===== config.mk =====
export PLATFORM = sky130hd
export DESIGN_NAME = shift_unit
export DESIGN_NICKNAME = d
export VERILOG_FILES = /design/src/rtl/shift_pkg.sv /design/src/rtl/shift_decode.sv /design/src/rtl/shift_core.sv /design/src/rtl/shift_unit.sv
export SDC_FILE = /design/constraint.sdc
export NUM_CORES = 1
export LEC_CHECK = 0
export BUFFER_PORTS_ARGS = -buffer_cell sky130_fd_sc_hd__clkbuf_2
export CAP_MARGIN = 30
export CORE_AREA = 2 2 54 56
export DETAILED_ROUTE_END_ITERATION = 8
export DIE_AREA = 0 0 56 58
export PLACE_DENSITY = 0.87
export SLEW_MARGIN = 10
export SYNTH_ARGS = -nofsm -noshare
export SYNTH_HDL_FRONTEND = slang
export SYNTH_SLANG_ARGS = --single-unit

===== constraint.sdc =====
create_clock -name clk -period 2.6 [get_ports clk]
set_input_delay 0.26 -clock clk [delete_from_list [all_inputs] [get_ports clk]]
set_output_delay 0.26 -clock clk [all_outputs]
set_load 0.02 [all_outputs]

===== src/rtl/shift_pkg.sv =====
package shift_pkg;
    typedef enum logic [2:0] {
        OP_LSL  = 3'd0,
        OP_LSR  = 3'd1,
        OP_ASL  = 3'd2,
        OP_ASR  = 3'd3,
        OP_ROL  = 3'd4,
        OP_ROR  = 3'd5,
        OP_THR6 = 3'd6,
        OP_THR7 = 3'd7
    } shift_op_e;

    typedef enum logic [1:0] {
        KIND_LOGIC = 2'd0,
        KIND_ARITH = 2'd1,
        KIND_ROT   = 2'd2,
        KIND_PASS  = 2'd3
    } shift_kind_e;
endpackage


===== src/rtl/shift_decode.sv =====
module shift_decode
    import shift_pkg::*;
#(
    parameter int AMT_W = 5
) (
    input  logic [2:0]       op,
    input  logic [AMT_W-1:0] amt,
    output shift_kind_e      kind,
    output logic             go_left,
    output logic [AMT_W-1:0] mag
);
    logic nominal_left;
    logic negative;

    always_comb begin
        negative = amt[AMT_W-1];
        // Two's complement negate; the most negative value maps to 2^(AMT_W-1) unsigned.
        mag      = negative ? (~amt + 1'b1) : amt;
        case (shift_op_e'(op))
            OP_LSL:  begin kind = KIND_LOGIC; nominal_left = 1'b1; end
            OP_LSR:  begin kind = KIND_LOGIC; nominal_left = 1'b0; end
            OP_ASL:  begin kind = KIND_ARITH; nominal_left = 1'b1; end
            OP_ASR:  begin kind = KIND_ARITH; nominal_left = 1'b0; end
            OP_ROL:  begin kind = KIND_ROT;   nominal_left = 1'b1; end
            OP_ROR:  begin kind = KIND_ROT;   nominal_left = 1'b0; end
            default: begin kind = KIND_PASS;  nominal_left = 1'b1; end
        endcase
        go_left = nominal_left ^ negative;
    end
endmodule


===== src/rtl/shift_core.sv =====
module shift_core
    import shift_pkg::*;
#(
    parameter int WIDTH = 8,
    parameter int MAG_W = 5
) (
    input  logic [WIDTH-1:0] data,
    input  shift_kind_e      kind,
    input  logic             go_left,
    input  logic [MAG_W-1:0] mag,
    output logic [WIDTH-1:0] res
);
    // Right operations run as left operations on the bit-reversed word.
    logic [WIDTH-1:0]            work;
    logic                        fill;
    logic [MAG_W:0][WIDTH-1:0]   sh_stage;
    logic [MAG_W:0][WIDTH-1:0]   rot_stage;
    logic [WIDTH-1:0]            oriented;

    always_comb begin
        for (int i = 0; i < WIDTH; i++) begin
            work[i] = go_left ? data[i] : data[WIDTH-1-i];
        end
        // After reversal, work[0] is the bit an arithmetic shift must repeat.
        fill = (kind == KIND_ARITH) & work[0];
    end

    assign sh_stage[0]  = work;
    assign rot_stage[0] = work;

    for (genvar k = 0; k < MAG_W; k++) begin : g_stage
        localparam int SH_STEP  = 1 << k;
        localparam int ROT_STEP = (1 << k) % WIDTH;

        if (SH_STEP >= WIDTH) begin : g_sat
            assign sh_stage[k+1] = mag[k] ? {WIDTH{fill}} : sh_stage[k];
        end else begin : g_sh
            assign sh_stage[k+1] = mag[k]
                ? {sh_stage[k][WIDTH-1-SH_STEP:0], {SH_STEP{fill}}}
                : sh_stage[k];
        end

        if (ROT_STEP == 0) begin : g_rot_id
            assign rot_stage[k+1] = rot_stage[k];
        end else begin : g_rot
            assign rot_stage[k+1] = mag[k]
                ? {rot_stage[k][WIDTH-1-ROT_STEP:0], rot_stage[k][WIDTH-1:WIDTH-ROT_STEP]}
                : rot_stage[k];
        end
    end

    always_comb begin
        oriented = (kind == KIND_ROT) ? rot_stage[MAG_W] : sh_stage[MAG_W];
        if (kind == KIND_PASS) begin
            res = data;
        end else begin
            for (int i = 0; i < WIDTH; i++) begin
                res[i] = go_left ? oriented[i] : oriented[WIDTH-1-i];
            end
        end
    end
endmodule


===== src/rtl/shift_unit.sv =====
module shift_unit
    import shift_pkg::*;
#(
    parameter int WIDTH = 8,
    localparam int AMT_W = $clog2(WIDTH) + 2
) (
    input  logic             clk,
    input  logic             rst,
    input  logic             in_valid,
    input  logic [WIDTH-1:0] in_data,
    input  logic [AMT_W-1:0] in_amt,
    input  logic [2:0]       in_op,
    output logic             out_valid,
    output logic [WIDTH-1:0] out_data
);
    typedef struct packed {
        logic             valid;
        logic [WIDTH-1:0] data;
    } out_state_t;

    shift_kind_e      kind;
    logic             go_left;
    logic [AMT_W-1:0] mag;
    logic [WIDTH-1:0] shifted;
    out_state_t       state_d;
    out_state_t       state_q;

    shift_decode #(.AMT_W(AMT_W)) u_decode (
        .op      (in_op),
        .amt     (in_amt),
        .kind    (kind),
        .go_left (go_left),
        .mag     (mag)
    );

    shift_core #(.WIDTH(WIDTH), .MAG_W(AMT_W)) u_core (
        .data    (in_data),
        .kind    (kind),
        .go_left (go_left),
        .mag     (mag),
        .res     (shifted)
    );

    always_comb begin
        state_d       = state_q;
        state_d.valid = in_valid;
        if (in_valid) begin
            state_d.data = shifted;
        end
    end

    always_ff @(posedge clk) begin
        if (rst) begin
            state_q <= '0;
        end else begin
            state_q <= state_d;
        end
    end

    assign out_valid = state_q.valid;
    assign out_data  = state_q.data;

    AST_VALID_FOLLOWS: assert property (@(posedge clk) disable iff (rst)
        in_valid |=> out_valid);
    AST_VALID_DROPS: assert property (@(posedge clk) disable iff (rst)
        !in_valid |=> !out_valid);
    AST_IDLE_HOLD: assert property (@(posedge clk) disable iff (rst)
        !in_valid |=> $stable(out_data));
    AST_THROUGH_OPS: assert property (@(posedge clk) disable iff (rst)
        (in_valid && in_op[2:1] == 2'b11) |=> out_data == $past(in_data));
    AST_ZERO_DIST: assert property (@(posedge clk) disable iff (rst)
        (in_valid && in_amt == '0) |=> out_data == $past(in_data));
    AST_ROT_KEEPS_ONES: assert property (@(posedge clk) disable iff (rst)
        (in_valid && in_op[2:1] == 2'b10)
        |=> $countones(out_data) == $countones($past(in_data)));
    AST_LOGIC_SAT: assert property (@(posedge clk) disable iff (rst)
        (in_valid && in_op[2:1] == 2'b00 && (32'(mag) >= WIDTH))
        |=> out_data == '0);
    AST_RESET_CLEARS: assert property (@(posedge clk)
        rst |=> (!out_valid && out_data == '0));
endmodule


# Word level (Yosys, flattened, before mapping)
# Index checks and enable logic that the tools add are counted.
# classes
n_bitwise	3
mux	29
reduce_logical	5
n_addsub	1
n_eq_ne	8
# ops
op	n
$mux W8	10
$mux W1	17
$eq A3 B2 Y1 const B	2
$eq A3 B3 Y1 const B	2
$pmux W2 S3	1
$reduce_or A2 Y1	3
$add A5 B1 Y5 const B	1
$mux W5	1
$not A5 Y5	1
$eq A2 B2 Y1 const B	2
$eq A3 B1 Y1 const B	1
$logic_not A3 Y1	1
$reduce_or A3 Y1	1
$eq A2 B1 Y1 const B	1
$and A1 B1 Y1	1
$xor A1 B1 Y1	1
# totals
word_cells	48
regBits	9
output_inout_bits	9
in_bits	19

# Depth between registers and ports, before layout
# logic_depth
depth_word	14
mapped_depth	11
ltp_nobuf	9

# Cells and area by module
# Synthesis repeated with hierarchy kept, for this count alone.
# hier_totals
cells_unflattened	204
hier_area_um2	1686.6
# by_module_without_submodules
module	area_each_um2	n_inst	cells_per_inst
shift_core	1268.7	1	160
shift_unit	312.8	1	28
shift_decode	105.1	1	16

# Worst setup path before layout
# Ideal clock, no wire load.
# synth_timing
path_kind	in2reg
from	input port in_amt[0]
to	register state_q, in the netlist out_data[6]
t_arrival_ns	1.875
path_stages	10
required_ns	2.504
path_slack_ns	0.629
n_path_buf	2
path_cell_list	buf_6 > inv_1 > ha_1 > nor2b_1 > xnor2_1 > clkbuf_4 > mux2i_1 > a32oi_2 > a21oi_1 > o41ai_2
# synth_via
elab_chain_cells	11
elab_cells_between_ends	14
cone_classes	1 x add/sub; 12 x mux; 1 x bitwise
# synth_lines
element	line_no	text
start, declared	shift_unit.sv:11	input logic [AMT_W-1:0] in_amt,
$not A5 Y5	shift_decode.sv:18	mag = negative ? (~amt + 1'b1) : amt;
$add A5 B1 Y5	shift_decode.sv:18	
$mux W5 (*)	shift_decode.sv:18	
$mux W8 (3 in series)	shift_core.sv:39	? {sh_stage[k][WIDTH-1-SH_STEP:0], {SH_STEP{fill}}}
$mux W8 (2 in series)	shift_core.sv:36	assign sh_stage[k+1] = mag[k] ? {WIDTH{fill}} : sh_stage[k];
$mux W8 (*)	shift_core.sv:53	oriented = (kind == KIND_ROT) ? rot_stage[MAG_W] : sh_stage[MAG_W];
$mux W1 (*)	shift_core.sv:58	res[i] = go_left ? oriented[i] : oriented[WIDTH-1-i];
$mux W8 (*)	shift_core.sv:54	if (kind == KIND_PASS) begin
end signal, assigned	shift_unit.sv:56	state_q <= state_d;
end, declared	shift_unit.sv:26	out_state_t state_q;
# Every way passes the cells marked *; elsewhere a longest branch is shown, timed or not.
# A chain may end at the register's enable or synchronous reset.

# Worst setup path in the final report
# layout_timing
from	input port in_amt[4]
to	register state_q, in the netlist out_data[4]
# layout_via
elab_chain_cells	11
elab_cells_between_ends	24
cone_classes	1 x add/sub; 20 x mux; 3 x bitwise
# layout_lines
element	line_no	text
$xor A1 B1 Y1	shift_decode.sv:28	go_left = nominal_left ^ negative;
$mux W1	shift_core.sv:22	work[i] = go_left ? data[i] : data[WIDTH-1-i];
$and A1 B1 Y1	shift_core.sv:25	fill = (kind == KIND_ARITH) & work[0];
$mux W8 (3 in series)	shift_core.sv:39	
$mux W8 (2 in series)	shift_core.sv:36	
$mux W8	shift_core.sv:53	
$mux W1 (*)	shift_core.sv:58	
$mux W8 (*)	shift_core.sv:54	
# Marks and branches as above.

==> parameters.txt <==
Parameter                              Value

Floorplanning
  Die Area    3250 um^2
  Row count    19
  Io pins    28
  Chip Height    58 um
  Floorplan Core Area    2660 um^2
  Starting utilization of the core area    0.527
  Horizontal die dimension    56 um

Route
  DRC violations left    0
  Vias    1,500
  Avg WL per Cell    16.7 um
  Number of violations reported at the end of detailed-routing iteration 0    97
  Iteration count of the initial detailed-routing pass    5
  Aggregate routed wire length    3.72 mm
  Detail Route Antenna Nets    0
  Via-to-Cell Ratio    6.76

STA
  Setup TNS after final layout    0 ps
  Minimum setup slack in the final design    373 ps
  Setup violation total in the final timing report    0
  Hold slack    322 ps
  Clock period minus worst slack    2230 ps
  Max Clock Freq    449 MHz
  Worst slew slack as a fraction of its limit    0.524
  Share of the cycle needed by the critical path after routing    0.856
  Final hold violation count    0
  Unrepaired setup endpoints after global routing    false
  Worst Tran Pin Value    714 ps
  Final count of pins violating max slew    0
  Worst clock skew on the final layout    0 ps

Global routing
  Global-route wire length before repair    6.15 mm
  Via count of the first global-routing pass    1,291
  Number of antenna violations at the first check in global routing    0
  Pin count of the biggest net entering global routing    20
  Sum of overflow across all layers after global routing    0
  Total global routing track utilization    0.236

Power
  Maximum vdd ir drop    0.454 mV
  Power density cells    404 nW/um^2
  Static leakage    0.000605 uW

Setup path
  Worst path cell trace    clkbuf_2, xnor2_1, mux2i_1, nor3b_2, o21ai_0, o22ai_1, nor3_1, nor4_1
  Buffering stage count on the worst path with inverters included    1
  CP max stage cell    nor3b_2
  Delay contributed by the slowest stage of the critical path    530 ps
  Top Family by Delay on Critical Path    simple AND/OR/NAND/NOR gates
  Class of the most critical setup path    in2reg
  Data arrival time of the critical path    2380 ps
  Endpoint required time on the critical path    2750 ps
  Kind of end point of the critical path    flip-flop
  Critical path startpoint category    input port
  Maximum fanout count along the critical path    16

CTS
  Clock transition at the registers of the reported paths    70 ps
  Post-CTS Setup Bufs    0
  Clock latency reported for the late side of the worst-skew pair    260 ps
  Clock buffers created by TritonCTS    3
  CTS tree    built
  CTS Sinks    9
  Max Buffers Root-to-Sink    2
  Clock Root Buffer    clkbuf_4
  Number of hold buffers added after CTS    0
  Post-cts resize count    0
  H-tree depth reported by CTS    1

Yosys
  #FFs+latches synth    9
  Primary flip-flop cell chosen by synthesis mapping    dfxtp_1
  Post-synthesis instance area    1400 um^2
  Number of flops mapped to enable cells by yosys    0
  Sequential area share after synthesis    0.128
  Number of unique standard cell types used by synthesis    53
  Post-synth net total    188
  Average size of a mapped cell    8.36 um^2
  Number of warnings issued by yosys    0
  Number of instances in the synthesized netlist    168
  Share of synthesized flip-flops with an asynchronous set or reset    0

Cells and area
  Most frequent cells in the layout    27 x clkbuf_2, 17 x nor2_1, 16 x nand2_1
  Antenna cell count    0
  Area used by multi-input combinational logic    1140 um^2
  Layout filler cell count    249
  Nets    212
  Commonest non-fill, non-tap cell in the layout    clkbuf_2
  Share of layout cells above drive strength 1    0.298
  Layout-stage area growth over the synthesis result    9.18%
  Register area    180 um^2

Job
  Number of maximum-capacitance violations    0

Placement
  Port Buf Inserts    27
  Setup Slack @ Placement    168 ps
  Gp weighted congestion    0.960
  Detailed Place HPWL    2.90 mm

Min path
  Class of the tightest hold or removal check    in2reg

Run status
  Run status    finished clean
==> per-stage QoR <==
step / utilization / std cells / power [uW] / instance area [um^2]
after floorplan: - / 168 / 429 / 1400
after global placement: 0.566 / 218 / 497 / 1510
after detailed placement: 0.566 / 218 / 504 / 1510
after CTS: 0.576 / 222 / 612 / 1530
after global routing: 0.576 / 222 / 655 / 1530
final: 0.576 / 222 / 619 / 1530
==> kinds of logic (layout without fill, tap and decap cells) <==
kind of cell / count (synthesis) / in the layout / synth area share
AO/OA/AOI/OAI: 54 / 54 / 0.291
XOR/XNOR: 6 / 6 / 0.0642
adder cells (fa/ha/maj): 1 / 1 / 0.00891
buffers and inverters: 11 / 34 / 0.0615
flip-flops: 9 / 9 / 0.128
multiplexers: 19 / 19 / 0.200
AND/OR/NAND/NOR: 68 / 68 / 0.246
==> cell type report <==
cell class                 count  area share
timing repair buffer          28      0.0931
multi-input combinational    148       0.742
sequential                     9       0.118
inverter                       2     0.00490
tap                           31      0.0253
clock buffer                   4      0.0171
==> registers in the layout, summed over array words and instances (netlist names) <==
name / count
out_data: 8
out_valid: 1
==> cell usage after synthesis (2+ instances only) <==
| master | n | area, um^2 |
|---|---|---|
| nor2b_1 | 5 | 31.3 |
| dfxtp_1 | 9 | 180 |
| o21ai_2 | 3 | 26.3 |
| xnor2_1 | 4 | 35.0 |
| mux2_2 | 2 | 22.5 |
| a211o_1 | 4 | 35.0 |
| a31oi_1 | 7 | 43.8 |
| and2_1 | 2 | 12.5 |
| nor3_1 | 5 | 25.0 |
| o22ai_1 | 4 | 25.0 |
| xnor2_4 | 2 | 55.1 |
| mux4_2 | 6 | 135 |
| o21ai_0 | 10 | 50.1 |
| buf_4 | 2 | 15.0 |
| inv_1 | 2 | 7.51 |
| clkbuf_4 | 2 | 15.0 |
| nor2_1 | 17 | 63.8 |
| nor4_1 | 3 | 18.8 |
| buf_6 | 4 | 45.0 |
| a21oi_1 | 5 | 25.0 |
| nand3_1 | 6 | 30.0 |
| mux2i_1 | 10 | 100 |
| nand2b_1 | 7 | 43.8 |
| a22oi_1 | 3 | 22.5 |
| nand2_1 | 16 | 60.1 |
==> per-layer routing <==
| metal | vias to the layer above | track usage | wire length, um |
|---|---|---|---|
| met3 | 18 | 0.0446 | 407 |
| met1 | 679 | 0.318 | 1370 |
| met4 | 0 | 0.0476 | 108 |
| met2 | 106 | 0.400 | 1840 |
| met5 | - | 0 | 0 |
| li1 | 697 | - | - |
==> power by group <==
part	total [uW]	leakage [uW]	internal (uW)	switching [uW]
sequential	158	0.0000745	151	6.08
combinational	351	0.000515	143	207
clock	111	0.0000150	59.2	51.8
==> final timing paths <==
kind	from	to	slack, ps	cells after the start
setup reg to reg	out_data[5]	out_data[5]	1680	3
hold reg to reg	out_data[3]	out_data[3]	560	2
setup / recovery	in_amt[4]	out_data[4]	370	8
hold / removal	rst	out_data[7]	320	2
Power figures use the tool's default switching activity.
